## src/rtl/alu_ccr_pkg.sv

```systemverilog
package alu_ccr_pkg;
  localparam int unsigned DATA_W = 8;
  localparam int unsigned IDX_W  = 16;
  localparam int unsigned CCR_W  = 8;
  localparam int unsigned OP_W   = 5;

  localparam int unsigned CCR_C = 0;
  localparam int unsigned CCR_V = 1;
  localparam int unsigned CCR_Z = 2;
  localparam int unsigned CCR_N = 3;
  localparam int unsigned CCR_I = 4;
  localparam int unsigned CCR_H = 5;
  localparam int unsigned CCR_X = 6;
  localparam int unsigned CCR_S = 7;

  localparam logic [CCR_W-1:0] CCR_RST = 8'hD0;

  typedef enum logic [OP_W-1:0] {
    OP_MOV = 5'd0,  OP_ADD = 5'd1,  OP_ADC = 5'd2,  OP_SUB = 5'd3,
    OP_SBC = 5'd4,  OP_CMP = 5'd5,  OP_AND = 5'd6,  OP_OR  = 5'd7,
    OP_EOR = 5'd8,  OP_LD  = 5'd9,  OP_ST  = 5'd10, OP_ASL = 5'd11,
    OP_LSR = 5'd12, OP_ROL = 5'd13, OP_ROR = 5'd14, OP_ASR = 5'd15,
    OP_INX = 5'd16, OP_DEX = 5'd17, OP_ABX = 5'd18, OP_WCC = 5'd19
  } op_e;

  typedef enum logic [2:0] {
    SH_ASL, SH_LSR, SH_ROL, SH_ROR, SH_ASR
  } shift_e;

  typedef enum logic [2:0] {
    CLS_NONE, CLS_ADD, CLS_SUB, CLS_LOGIC, CLS_SHIFT, CLS_INDEX, CLS_WCC
  } cls_e;

  typedef struct packed {
    logic h;
    logic n;
    logic z;
    logic v;
    logic c;
  } flag_set_t;

  function automatic cls_e op_class(logic [OP_W-1:0] op);
    case (op)
      OP_ADD, OP_ADC:                         return CLS_ADD;
      OP_SUB, OP_SBC, OP_CMP:                 return CLS_SUB;
      OP_AND, OP_OR, OP_EOR, OP_LD, OP_ST:    return CLS_LOGIC;
      OP_ASL, OP_LSR, OP_ROL, OP_ROR, OP_ASR: return CLS_SHIFT;
      OP_INX, OP_DEX:                         return CLS_INDEX;
      OP_WCC:                                 return CLS_WCC;
      default:                                return CLS_NONE;
    endcase
  endfunction

  // which condition flags each class may touch
  function automatic flag_set_t flag_mask(cls_e cls);
    case (cls)
      CLS_ADD:   return '{h: 1'b1, n: 1'b1, z: 1'b1, v: 1'b1, c: 1'b1};
      CLS_SUB:   return '{h: 1'b0, n: 1'b1, z: 1'b1, v: 1'b1, c: 1'b1};
      CLS_LOGIC: return '{h: 1'b0, n: 1'b1, z: 1'b1, v: 1'b1, c: 1'b0};
      CLS_SHIFT: return '{h: 1'b0, n: 1'b1, z: 1'b1, v: 1'b1, c: 1'b1};
      CLS_INDEX: return '{h: 1'b0, n: 1'b0, z: 1'b1, v: 1'b0, c: 1'b0};
      default:   return '0;
    endcase
  endfunction

  function automatic logic writes_res(logic [OP_W-1:0] op);
    case (op)
      OP_MOV, OP_ADD, OP_ADC, OP_SUB, OP_SBC, OP_AND, OP_OR, OP_EOR,
      OP_LD, OP_ST, OP_ASL, OP_LSR, OP_ROL, OP_ROR, OP_ASR: return 1'b1;
      default: return 1'b0;
    endcase
  endfunction

  function automatic logic writes_idx(logic [OP_W-1:0] op);
    return (op == OP_INX) || (op == OP_DEX) || (op == OP_ABX);
  endfunction
endpackage

```

## src/rtl/alu_ccr_addsub.sv

```systemverilog
module alu_ccr_addsub #(
  parameter int unsigned W = 8
) (
  input  logic [W-1:0] a_i,
  input  logic [W-1:0] b_i,
  input  logic         sub_i,
  input  logic         cin_i,   // carry for add, borrow for subtract
  output logic [W-1:0] sum_o,
  output logic         c_o,
  output logic         v_o,
  output logic         h_o
);
  localparam int unsigned NIB = 4;

  logic [W-1:0]   b_x;
  logic           ci;
  logic [W:0]     full;
  logic [W-1:0]   low;
  logic [NIB:0]   nib;

  always_comb begin
    b_x  = sub_i ? ~b_i : b_i;
    ci   = sub_i ? ~cin_i : cin_i;
    full = {1'b0, a_i} + {1'b0, b_x} + {{W{1'b0}}, ci};
    low  = {1'b0, a_i[W-2:0]} + {1'b0, b_x[W-2:0]} + {{(W-1){1'b0}}, ci};
    nib  = {1'b0, a_i[NIB-1:0]} + {1'b0, b_x[NIB-1:0]} + {{NIB{1'b0}}, ci};
    sum_o = full[W-1:0];
    c_o   = sub_i ? ~full[W] : full[W];
    v_o   = full[W] ^ low[W-1];
    h_o   = nib[NIB];
  end
endmodule

```

## src/rtl/alu_ccr_shift.sv

```systemverilog
module alu_ccr_shift
  import alu_ccr_pkg::*;
#(
  parameter int unsigned W = 8
) (
  input  logic [W-1:0] a_i,
  input  logic         cin_i,
  input  shift_e       mode_i,
  output logic [W-1:0] res_o,
  output logic         cout_o
);
  always_comb begin
    res_o  = a_i;
    cout_o = 1'b0;
    case (mode_i)
      SH_ASL: begin res_o = {a_i[W-2:0], 1'b0};     cout_o = a_i[W-1]; end
      SH_LSR: begin res_o = {1'b0, a_i[W-1:1]};     cout_o = a_i[0];   end
      SH_ROL: begin res_o = {a_i[W-2:0], cin_i};    cout_o = a_i[W-1]; end
      SH_ROR: begin res_o = {cin_i, a_i[W-1:1]};    cout_o = a_i[0];   end
      SH_ASR: begin res_o = {a_i[W-1], a_i[W-1:1]}; cout_o = a_i[0];   end
      default: begin res_o = a_i; cout_o = cin_i; end
    endcase
  end
endmodule

```

## src/rtl/alu_ccr_flags.sv

```systemverilog
module alu_ccr_flags
  import alu_ccr_pkg::*;
#(
  parameter int unsigned DW = DATA_W,
  parameter int unsigned IW = IDX_W
) (
  input  logic [OP_W-1:0]  op_i,
  input  logic [CCR_W-1:0] ccr_i,
  input  logic [DW-1:0]    val_i,
  input  logic [IW-1:0]    idx_val_i,
  input  logic [CCR_W-1:0] wr_data_i,
  input  logic             ar_c_i,
  input  logic             ar_v_i,
  input  logic             ar_h_i,
  input  logic             sh_c_i,
  output logic [CCR_W-1:0] ccr_o
);
  cls_e      cls;
  flag_set_t upd;
  flag_set_t nf;

  always_comb begin
    cls  = op_class(op_i);
    upd  = flag_mask(cls);
    nf   = '0;
    nf.n = val_i[DW-1];
    nf.z = ~|val_i;
    case (cls)
      CLS_ADD: begin
        nf.h = ar_h_i;
        nf.v = ar_v_i;
        nf.c = ar_c_i;
      end
      CLS_SUB: begin
        nf.v = ar_v_i;
        nf.c = ar_c_i;
      end
      CLS_SHIFT: begin
        nf.c = sh_c_i;
        nf.v = val_i[DW-1] ^ sh_c_i;
      end
      CLS_INDEX: nf.z = ~|idx_val_i;
      default: ;
    endcase
  end

  always_comb begin
    ccr_o = ccr_i;
    if (cls == CLS_WCC) begin
      ccr_o        = wr_data_i;
      ccr_o[CCR_X] = ccr_i[CCR_X] & wr_data_i[CCR_X];  // X may only fall
    end else begin
      ccr_o[CCR_H] = upd.h ? nf.h : ccr_i[CCR_H];
      ccr_o[CCR_N] = upd.n ? nf.n : ccr_i[CCR_N];
      ccr_o[CCR_Z] = upd.z ? nf.z : ccr_i[CCR_Z];
      ccr_o[CCR_V] = upd.v ? nf.v : ccr_i[CCR_V];
      ccr_o[CCR_C] = upd.c ? nf.c : ccr_i[CCR_C];
    end
  end
endmodule

```

## src/rtl/alu_ccr.sv

```systemverilog
module alu_ccr
  import alu_ccr_pkg::*;
#(
  parameter int unsigned DW = DATA_W,
  parameter int unsigned IW = IDX_W
) (
  input  logic             clk_i,
  input  logic             rst_ni,
  input  logic             op_valid_i,
  input  logic [OP_W-1:0]  op_i,
  input  logic [DW-1:0]    a_i,
  input  logic [DW-1:0]    b_i,
  input  logic [IW-1:0]    idx_i,
  output logic [DW-1:0]    res_o,
  output logic [IW-1:0]    idx_o,
  output logic [CCR_W-1:0] ccr_o
);
  logic [DW-1:0]    res_q;
  logic [IW-1:0]    idx_q;
  logic [CCR_W-1:0] ccr_q;
  logic [CCR_W-1:0] ccr_d;

  logic          ar_sub, ar_cin;
  logic [DW-1:0] ar_sum;
  logic          ar_c, ar_v, ar_h;
  shift_e        sh_mode;
  logic [DW-1:0] sh_res;
  logic          sh_c;
  logic [DW-1:0] val;
  logic [IW-1:0] idx_val;

  always_comb begin
    ar_sub = 1'b0;
    ar_cin = 1'b0;
    case (op_i)
      OP_ADC: ar_cin = ccr_q[CCR_C];
      OP_SUB, OP_CMP: ar_sub = 1'b1;
      OP_SBC: begin ar_sub = 1'b1; ar_cin = ccr_q[CCR_C]; end
      default: ;
    endcase
  end

  alu_ccr_addsub #(.W(DW)) i_addsub (
    .a_i   (a_i),
    .b_i   (b_i),
    .sub_i (ar_sub),
    .cin_i (ar_cin),
    .sum_o (ar_sum),
    .c_o   (ar_c),
    .v_o   (ar_v),
    .h_o   (ar_h)
  );

  always_comb begin
    case (op_i)
      OP_LSR:  sh_mode = SH_LSR;
      OP_ROL:  sh_mode = SH_ROL;
      OP_ROR:  sh_mode = SH_ROR;
      OP_ASR:  sh_mode = SH_ASR;
      default: sh_mode = SH_ASL;
    endcase
  end

  alu_ccr_shift #(.W(DW)) i_shift (
    .a_i    (a_i),
    .cin_i  (ccr_q[CCR_C]),
    .mode_i (sh_mode),
    .res_o  (sh_res),
    .cout_o (sh_c)
  );

  always_comb begin
    case (op_i)
      OP_ADD, OP_ADC, OP_SUB, OP_SBC, OP_CMP: val = ar_sum;
      OP_AND:                                 val = a_i & b_i;
      OP_OR:                                  val = a_i | b_i;
      OP_EOR:                                 val = a_i ^ b_i;
      OP_LD, OP_MOV:                          val = b_i;
      OP_ST:                                  val = a_i;
      OP_ASL, OP_LSR, OP_ROL, OP_ROR, OP_ASR: val = sh_res;
      default:                                val = res_q;
    endcase
  end

  always_comb begin
    case (op_i)
      OP_INX:  idx_val = idx_i + {{(IW-1){1'b0}}, 1'b1};
      OP_DEX:  idx_val = idx_i - {{(IW-1){1'b0}}, 1'b1};
      OP_ABX:  idx_val = idx_i + {{(IW-DW){1'b0}}, b_i};
      default: idx_val = idx_q;
    endcase
  end

  alu_ccr_flags #(.DW(DW), .IW(IW)) i_flags (
    .op_i      (op_i),
    .ccr_i     (ccr_q),
    .val_i     (val),
    .idx_val_i (idx_val),
    .wr_data_i (b_i[CCR_W-1:0]),
    .ar_c_i    (ar_c),
    .ar_v_i    (ar_v),
    .ar_h_i    (ar_h),
    .sh_c_i    (sh_c),
    .ccr_o     (ccr_d)
  );

  always_ff @(posedge clk_i or negedge rst_ni) begin
    if (!rst_ni) begin
      res_q <= '0;
      idx_q <= '0;
      ccr_q <= CCR_RST;
    end else if (op_valid_i) begin
      if (writes_res(op_i)) res_q <= val;
      if (writes_idx(op_i)) idx_q <= idx_val;
      ccr_q <= ccr_d;
    end
  end

  assign res_o = res_q;
  assign idx_o = idx_q;
  assign ccr_o = ccr_q;
endmodule

```

## config.mk

```make
export PLATFORM = sky130hd
export DESIGN_NAME = alu_ccr
export DESIGN_NICKNAME = d
export VERILOG_FILES = /design/src/rtl/alu_ccr_pkg.sv /design/src/rtl/alu_ccr_addsub.sv /design/src/rtl/alu_ccr_shift.sv /design/src/rtl/alu_ccr_flags.sv /design/src/rtl/alu_ccr.sv
export SDC_FILE = /design/constraint.sdc
export NUM_CORES = 1
export LEC_CHECK = 0
export BUFFER_PORTS_ARGS = -buffer_cell sky130_fd_sc_hd__buf_2
export CELL_PAD_IN_SITES_DETAIL_PLACEMENT = 0
export CELL_PAD_IN_SITES_GLOBAL_PLACEMENT = 1
export CORE_ASPECT_RATIO = 0.9
export CORE_MARGIN = 2
export CORE_UTILIZATION = 30
export DETAILED_ROUTE_END_ITERATION = 8
export GPL_ROUTABILITY_DRIVEN = 0
export HOLD_SLACK_MARGIN = 0.1
export PLACE_DENSITY = 0.62
export SLEW_MARGIN = 20
export SYNTH_ARGS = -nofsm -noshare
export SYNTH_HDL_FRONTEND = slang
export SYNTH_SLANG_ARGS = --single-unit
```

## constraint.sdc

```tcl
create_clock -name clk_i -period 3.78 [get_ports clk_i]
set_input_delay 0.189 -clock clk_i [delete_from_list [all_inputs] [get_ports clk_i]]
set_output_delay 0.189 -clock clk_i [all_outputs]
set_load 0.02 [all_outputs]
```

# After elaboration in Yosys (flattened, before gate mapping)
# Memory sizes are Yosys's and may differ from the RTL's.
# Cells that the tools add are included.
[classes]
reduce_logical = 30
addsub = 9
n_bitwise = 9
mux = 23
n_eq_ne = 28
[ops]
columns = ["op", "count"]
rows = [
  ["$pmux W8 S7", 1],
  ["$pmux W16 S3", 1],
  ["$eq A5 B4 Y1 const B", 8],
  ["$pmux W8 S5", 1],
  ["$eq A5 B3 Y1 const B", 4],
  ["$pmux W5 S4", 1],
  ["$add A16 B1 Y16 const B", 1],
  ["$add A16 B8 Y16", 1],
  ["$reduce_and A2 Y1", 8],
  ["$reduce_or A16 Y1", 1],
  ["$sub A16 B1 Y16 const B", 1],
  ["$eq A5 B5 Y1 const B", 3],
  ["$mux W1", 14],
  ["$eq A3 B2 Y1 const B", 4],
  ["$eq A3 B3 Y1 const B", 4],
  ["$pmux W3 S4", 1],
  ["$eq A5 B2 Y1 const B", 2],
  ["$reduce_bool A2 Y1", 5],
  ["$reduce_or A2 Y1", 5],
  ["$reduce_or A5 Y1", 2],
  ["$add A8 B8 Y9", 1],
  ["$add A9 B1 Y9", 1],
  ["$add A7 B7 Y8", 1],
  ["$add A8 B1 Y8", 1],
  ["other kinds (21)", 27],
]
[word_totals]
mem_bits_ro = 112
elab_cells = 109
out_inout_bits = 32
register_bits = 32
memories = 2
in_bits = 40
[mem_list]
columns = ["memory", "words", "word_bits", "read_ports", "rd_ports_with_merged_regs", "write_ports", "line", "text"]
rows = [
  ["(name not given)", 32, 3, 1, 0, 0, "alu_ccr_pkg.sv:43", "case (op)"],
  ["(name not given)", 16, 1, 1, 0, 0, "alu_ccr_pkg.sv:67", "case (op)"],
]

# Longest topological paths before layout
# Gate-level depths: netlist of run 1.
[logic_depth]
depth_word = 12
ltp_mapped = 17
depth_no_buf = 15

# By module
# From an unflattened synthesis of run 1, not the netlist that was laid out.
[hier_totals]
cells_unflattened = 541
hier_area_um2 = 4465.5
[by_module_without_submodules]
columns = ["mod", "cells_each", "instances", "area_per_inst_um2"]
rows = [
  ["alu_ccr", 347, 1, 3067.9],
  ["alu_ccr_flags", 90, 1, 596.8],
  ["alu_ccr_addsub", 51, 1, 425.4],
  ["alu_ccr_shift", 53, 1, 375.4],
]

# Least setup slack after synthesis of run 1
# Ideal clock, no wire load.
[synth_timing]
kind = "input -> register"
start = "input port op_i[0]"
end = "register ccr_q[2] (netlist: ccr_o[2])"
slack_ns = 0.019
path_stages = 16
required_time_ns = 3.706
setup_time_ns = 0.074
arrival_time_ns = 3.687
cell_sequence = "ha_1 -> clkbuf_1 -> nor2_1 -> nor3_1 -> buf_1 -> xnor2_1 -> fa_1 -> fa_1 -> xnor2_1 -> nor4_1 -> a2111o_1 -> o31ai_1 -> o21ai_0 -> nor4_2 -> a21oi_1 -> o21ai_2"
[synth_via]
elab_chain_cells = 12
elab_cells_between_ends = 58
cone_classes = "2 x add/sub; 28 x eq/ne; 12 x mux; 1 x bitwise; 14 x reduce/logical; 1 x memory"
[synth_rtl]
columns = ["element", "line", "text"]
rows = [
  ["start: declaration", "alu_ccr.sv:10", "input logic [OP_W-1:0] op_i,"],
  ["$eq A5 B2 Y1 / $eq A5 B3 Y1 (equally long branches)", "alu_ccr.sv:35, alu_ccr.sv:73", ""],
  ["$reduce_or A3 Y1 (no source line) / $reduce_or A2 Y1 (equally long branches)", "--", ""],
  ["$mux W1", "alu_ccr.sv:35", "case (op_i)"],
  ["$mux W8 / $not A1 Y1 (equally long branches)", "alu_ccr_addsub.sv:22, alu_ccr_addsub.sv:23", ""],
  ["$add A8 B8 Y9 / $mux W1 (equally long branches)", "alu_ccr_addsub.sv:24, alu_ccr_addsub.sv:23", ""],
  ["$add A9 B1 Y9", "alu_ccr_addsub.sv:24", "full = {1'b0, a_i} + {1'b0, b_x} + {{W{1'b0}}, ci};"],
  ["$pmux W8 S7", "alu_ccr.sv:73", "case (op_i)"],
  ["$reduce_or A8 Y1", "alu_ccr_flags.sv:27", "nf.z = ~|val_i;"],
  ["$logic_not A1 Y1", "alu_ccr_flags.sv:27", ""],
  ["$mux W1", "alu_ccr_flags.sv:28", "case (cls)"],
  ["$mux W1", "alu_ccr_flags.sv:55", "ccr_o[CCR_Z] = upd.z ? nf.z : ccr_i[CCR_Z];"],
  ["$mux W4", "alu_ccr_flags.sv:49", "if (cls == CLS_WCC) begin"],
  ["end signal: assignment", "alu_ccr.sv:115", "ccr_q <= ccr_d;"],
  ["end: declaration", "alu_ccr.sv:20", "logic [CCR_W-1:0] ccr_q;"],
]
# Several ways; a longest one is shown, not always the timed one. The select of a mux whose other input is x is not followed.
# A chain may end at the register's enable or synchronous reset.

# Worst setup path in the final report of run 1
[layout_timing]
start = "input port op_i[1]"
end = "register ccr_q[2] (netlist: ccr_o[2])"
# The elaborated chain is that of the path after synthesis.

==> run summary, run 1 <==
Hold path cells = 2
Hold_sp = b_i[6]
Share of synthesized registers carrying an async set or reset = 100%
Placed Area = 0.00485 sq mm
Row cnt = 40
Synth Instances = 515
Worst r2r src = ccr_o[0]
I/O pins = 72
Fmax = 289 MHz
Routed WL = 14300 um
Postcts setup bufs = 0
Top_reg_cell synth = dfrtp_1
Htree depth = 2
CP endpoint kind = flip-flop
R2R cell count = 12
Core ar. = 0.0135 sq mm
Status = finished, final reports clean
Syn_nets = 602
Most frequent cell after synthesis = ha_1
Slew @ Worst Pin = 0.870 ns
Seq/Total Area, Yosys = 19.2%
Reg clk slew, reported paths = 0.05 ns
Placed insts = 759
Vias in the first global route = 4099
Hpwl dp = 11600 um
Crit path DAT = 3.66 ns
Crit Path Max Fanout = 5
CTS Sinks = 32
Ys Warns = 0
Top cell type by total area after synthesis = dfrtp_1
Final Skew = 0.00511 ns
Largest net degree at the start of global routing = 33
Nets@finish = 686
Max Buffers Root-to-Sink = 2
# diodes = 0
RSZ-0062 raised after global routing = no
Avg Cell Area, Syn = 8.14 sq um
Number of fill cells = 1431
Final core area utilization = 37.1%
Layout cells sized above 1 = 25.9%
Die W = 129 um
Slew HR = 42.0%
First-pass detailed-route iteration total = 5
Worst vdd ir = 163 uV
Die height = 116 um
Total GRT Usage = 19.3%
Via count = 4258
TritonCTS Buffers = 5
Cell Count, Final, Fillers Out = 767
Fin. max-slew vios = 0
Synth top area cells = dfrtp_1 17%, ha_1 13%, xnor2_1 4.6%
Initial Utilization = 31.0%
CP startpoint kind = input port
Lkg Pwr = 0.00232 uW
Initial antenna violation count = 0
Hold WC Path Type = input port to flip-flop
Critical path startpoint = op_i[1]
Min cycle time layout = 3.46 ns
CTS root buf = clkbuf_16
Synth cell count leaders = 44 x ha_1, 38 x nand2_1, 33 x nor2_1
Die Area = 0.0149 sq mm
Type of the worst setup path = input port to flip-flop
CTS tree = yes
Vias per std cell = 5.55
GR Overflow Total = 0
Clk_lat worst skew = 0.27 ns
IO buf count = 71
Final setup viols = 0
Seq cells post-synth = 32
Post-synth top area share = 17.3%
First-pass GRT wire length = 22300 um
Max_cap viols = 0
DR WL/cell = 18.7 um
Final cycle utilization of the critical path = 91.7%
Post-synth EDFFs = 0
WP data required = 3.98 ns
Starting DRT DRC Count = 239
Pwr Density = 362 mW/mm^2
Post-synth cell types = 80
Power Total = 1810 uW
Routed Antenna Nets = 0
Post-Syn Area = 0.00419 sq mm
Final hold vios = 0
Residual DRC = 0
Area delta synth->final = 19.7%
Final instance area = 0.00502 sq mm
## cells by family (layout without fill, tap and decap cells)
kind of cell    count (synthesis)  after routing  share of synthesized area (%)
flops                          32             32                           19.2
buf+inv                        60            144                           6.48
compound gates                145            145                           24.9
xor+xnor                       29             29                           6.06
simple gates                  182            182                           23.5
fa+ha+maj                      47             47                           14.6
mux                            20             20                           5.37
## sequential cells by signal (all words and copies together), names as in the netlist
register  flops
idx_o        16
ccr_o         8
res_o         8
## power breakdown
group / total [uW] / switching, uW / internal, uW
combinational: 890 / 532 / 358
clock: 373 / 135 / 239
sequential: 552 / 97.3 / 454
total: 1810 / 764 / 1050
## worst paths after layout
| check | to | slack, ns |
|---|---|---|
| max | ccr_o[2] | 0.32 |
| min | ccr_o[6] | 0.28 |
| max reg2reg | ccr_o[2] | 0.32 |
| min reg2reg | ccr_o[6] | 0.46 |
| max in group asynchronous | idx_o[11] | 2.79 |
| min in group asynchronous | res_o[6] | 0.50 |
## final cells by class
cell class,instances,area (sq um),share of cell area (%)
inverter,32,120,2.39
clock inverter,1,5.00,0.0997
sequential,32,805,16.0
clock buffer,6,129,2.57
multi-input combinational,423,3140,62.5
timing repair buffer,105,613,12.2
tap,168,210,4.19
## layer usage
metal / wire length [um] / share of wire (%) / track usage (%)
met1: 7170 / 50 / 27.7
met4: 297 / 2.1 / 4.57
met2: 6110 / 43 / 30.1
met3: 743 / 5.2 / 3.71
met5: 0 / 0 / 0
## critical path, stage by stage
cell	delay, ns
buf_2	0.13
inv_1	0.09
ha_1	0.20
mux2i_1	0.09
or3b_2	0.48
xnor2_1	0.15
fa_1	0.42
fa_1	0.44
xnor2_1	0.22
nor4_1	0.08
a2111o_1	0.42
o31ai_2	0.26
o21ai_1	0.12
nor4_2	0.21
a21oi_1	0.11
o21ai_2	0.06
## cells in the final DEF, fill, tap and decap left out, drive strengths merged, types with 6 or more instances in the layout
cell / netlist / layout
buf: 17 / 104
ha: 44 / 44
nand2: 38 / 38
nor2: 33 / 33
inv: 32 / 32
o21ai: 30 / 30
dfrtp: 29 / 29
nand3: 25 / 25
xnor2: 22 / 22
a21oi: 22 / 22
nor3: 18 / 18
mux2: 17 / 17
a31oi: 11 / 11
a21o: 10 / 10
nor4: 9 / 9
nor2b: 8 / 8
xor2: 7 / 7
or4: 6 / 6
clkbuf: 11 / 6
## metrics by stage
stage               worst slack, ns  setup TNS, ns  hold WS (ns)
floorplan                    0.0186              0        -0.107
global placement           -0.00881       -0.00881         0.281
detailed placement           -0.108         -0.108         0.301
CTS                           0.146              0         0.279
global route                0.00185              0         0.285
finish                        0.315              0         0.284
## what timing repair did
action,CTS,global route
hold endpoints to repair,29,0
hold buffers,1,0
endpoints found under the setup margin,0,3
resized for setup,0,5
(Power assumes the default switching activity.)
==> run 2, diff against run 1 <==
- PLACE_DENSITY: 0.62 -> 0.61
- SYNTH_HIERARCHICAL: not set -> 1
==> run 2 against run 1 <==
Sequential share of layout area shrank 2.1 points. Critical path depth is 1 higher. Flip-flop and latch count unchanged. Clock skew increased by 0.0044 ns. Critical endpoint is now ccr_o[1].
==> run summary, run 2 <==
Total GRT Usage = 18.7% (-0.64 points)
First-pass GRT wire length = 23600 um (+5.9%)
Hold WC Path Type = input port to flip-flop
Power Total = 1860 uW (+2.4%)
Most frequent cell after synthesis = nand2_1
Syn_nets = 624 (+3.7%)
Ys Warns = 6 (+6)
Crit path buf inv count = 0 (-2)
I/O pins = 72 (unchanged)
TritonCTS Buffers = 5 (unchanged)
Share of synthesized registers carrying an async set or reset = 100% (unchanged)
Layout cells sized above 1 = 33.8% (+8.0 points)
Residual DRC = 0 (unchanged)
Fmax = 266 MHz (-7.8%)
Worst r2r src = ccr_o[0]
Last element of the critical path = ccr_o[1]
Die height = 120 um (+3.1%)
IO buf count = 71 (unchanged)
Initial Utilization = 30.6% (-0.46 points)
Post-synth top area share = 16.3% (-1.1 points)
Seq cells post-synth = 32 (unchanged)
Synth top area cells = dfrtp_1 16%, mux2_2 11%, ha_1 11%
Crit path DAT = 3.92 ns (+0.26 ns)
Synth cell count leaders = 67 x nand2_1, 45 x mux2_2, 40 x ha_1
Pwr Density = 323 mW/mm^2 (-11%)
CTS tree = yes
Slew @ Worst Pin = 0.844 ns (-0.0263 ns)
Crit Path Max Fanout = 3 (-2)
Via count = 4609 (+8.2%)
CP Depth = 17 (+1)
Status = finished, final reports clean
Area delta synth->final = 29.0%
Lkg Pwr = 0.00282 uW (+21%)
Max stage delay on crit path = 0.43 ns (-0.05 ns)
Synth Instances = 541 (+5.0%)
Type of the worst setup path = flip-flop to flip-flop
Initial antenna violation count = 0 (unchanged)
Fin. max-slew vios = 0 (unchanged)
Routed WL = 14900 um (+3.9%)
Placed insts = 858 (+13%)
Final Skew = 0.00946 ns (+0.00436 ns)
Largest delay share family, worst path = compound AO/OA/AOI/OAI gates
Htree depth = 2 (unchanged)
Vias in the first global route = 4489 (+9.5%)
Die W = 133 um (+3.1%)
R2R cell count = 17 (+5)
Max_cap viols = 0 (unchanged)
Vias per std cell = 5.30 (-4.5%)
Seq/Total Area, Yosys = 18.0% (-1.2 points)
Slew HR = 43.8% (+1.8 points)
Min cycle time layout = 3.76 ns (+0.293 ns)
CTS Sinks = 32 (unchanged)
Final core area utilization = 39.4% (+2.3 points)
Worst path cell trace = nand2b_1, nor4_4, xor2_2, fa_2, a211oi_2, nor2_1, a221o_1, a21oi_2, xnor2_1, a221oi_1, nand3_1, mux2_4, xnor2_2, nand2_1, nor4bb_1, a211o_1, mux2_2
First-pass detailed-route iteration total = 6 (+1)
Hpwl dp = 11800 um (+2.2%)
Die Area = 0.0159 sq mm (+6.3%)
Worst vdd ir = 172 uV (+5.8%)
Final TNS setup = 0 ns (unchanged)
CP max-delay cell = fa_2
WP data required = 3.95 ns (-0.03 ns)
CP endpoint kind = flip-flop
R2R Setup Slk = 0.02 ns (-0.29 ns)
GR Overflow Total = 0 (unchanged)
Nets@finish = 753 (+9.8%)
RSZ-0062 raised after global routing = yes
Post-synth EDFFs = 0 (unchanged)
Final hold vios = 0 (unchanged)
Largest net degree at the start of global routing = 33 (unchanged)
Post-Syn Area = 0.00447 sq mm (+6.5%)
Critical path startpoint = ccr_o[0]
CP startpoint kind = flip-flop
Reg2reg end = ccr_o[1]
Reg clk slew, reported paths = 0.06 ns (about the same)
CTS root buf = clkbuf_16
Max reg flops = 16 (unchanged)
Hold Slack = 0.328 ns (+0.0441 ns)
Commonest cells after routing, fill and taps aside = 71 x buf_4, 71 x buf_2, 66 x nand2_1
Routed Antenna Nets = 0 (unchanged)
Max Buffers Root-to-Sink = 2 (unchanged)
Core ar. = 0.0146 sq mm (+8.1%)
Cell Count, Final, Fillers Out = 869 (+13%)
Top_reg_cell synth = dfrtp_1
Starting DRT DRC Count = 259 (+8.4%)
Post-synth cell types = 72 (-10%)
DR WL/cell = 17.1 um (-8.3%)
Row cnt = 42 (+5.0%)
Final cycle utilization of the critical path = 99.4% (+7.7 points)
Top cell type by total area after synthesis = dfrtp_1
# diodes = 0 (unchanged)
Avg Cell Area, Syn = 8.25 sq um (+1.4%)
Number of fill cells = 1551 (+8.4%)
Clk_lat worst skew = 0.28 ns (about the same)
Final setup viols = 0 (unchanged)
[run 2: cell count changes after synthesis, sizes merged, moves of 8 or more]
cell,before,now
mux2,17,46
nand2,38,67
nand3,25,12
xor2,7,18
a2bb2oi,2,12
xnor2,22,13
a21oi,22,30
[run 2: per-stage QoR]
stage,setup slack [ns],area (sq um)
2_1_floorplan,0.00656,4500
3_3_place_gp,-0.215,5510
3_5_place_dp,-0.269,5510
4_1_cts,0.000828,5700
5_1_grt,-0.180,5760
6_report,0.0223,5760
[run 2: worst min-delay path: cells and delay by family]
kind	cells	cell delay (ns)
AND/OR/NAND/NOR	2	0.11
adder cells (fa/ha/maj)	1	0.17
buffers and inverters	1	0.11
[run 2: worst min path at each step]
stage | startpoint | endpoint | slack (ns) | depth (start not counted)
2_1_floorplan | rst_ni | ccr_o[0] | -0.11 | 0
3_3_place_gp | rst_ni | idx_o[0] | 0.33 | 1
3_5_place_dp | rst_ni | idx_o[0] | 0.33 | 1
4_1_cts | idx_i[0] | idx_o[0] | 0.33 | 4
5_1_grt | idx_i[0] | idx_o[0] | 0.35 | 4
6_report | idx_i[0] | idx_o[0] | 0.33 | 4
[run 2: cells by family after synthesis]
kind of cell	Yosys count	synth area share, %
AOI/OAI and AO/OA	139	22.2
buffers and inverters	60	6.22
xor gates and xnor gates	31	6.08
adders and majority gates	43	12.6
and+or+nand+nor	182	21.4
DFF	32	18.0
muxes	54	13.5
[run 2: layout make-up]
| type | count | area (sq um) | share of cell area (%) |
|---|---|---|---|
| multi-input combinational | 449 | 3450 | 59.9 |
| timing repair buffer | 146 | 958 | 16.6 |
| sequential | 32 | 805 | 14.0 |
| tap | 198 | 248 | 4.30 |
| inverter | 36 | 135 | 2.35 |
| clock buffer | 6 | 129 | 2.24 |
| clock inverter | 2 | 35.0 | 0.608 |
[run 2: where the power goes]
group | switching [uW] | total [uW] | internal (uW)
Sequential | 76.5 | 512 | 436
Combinational | 490 | 883 | 394
Clock | 152 | 462 | 310
Total | 718 | 1860 | 1140
[run 2: layer usage]
layer | vias up | routed length, um | GRT usage, %
met1 | 2220 | 7750 | 28.5
met3 | 20 | 652 | 2.11
li1 | 2246 | - | -
met5 | - | 0 | 0
met2 | 123 | 6230 | 27.5
met4 | 0 | 243 | 5.17
[run 2: timing repair]
item	4_1_cts	5_1_grt
hold endpoints to repair	29	0
gates resized for setup	3	4
pin swaps	0	4
hold buffers	1	0
setup endpoints to repair	2	2
buffers inserted	0	2
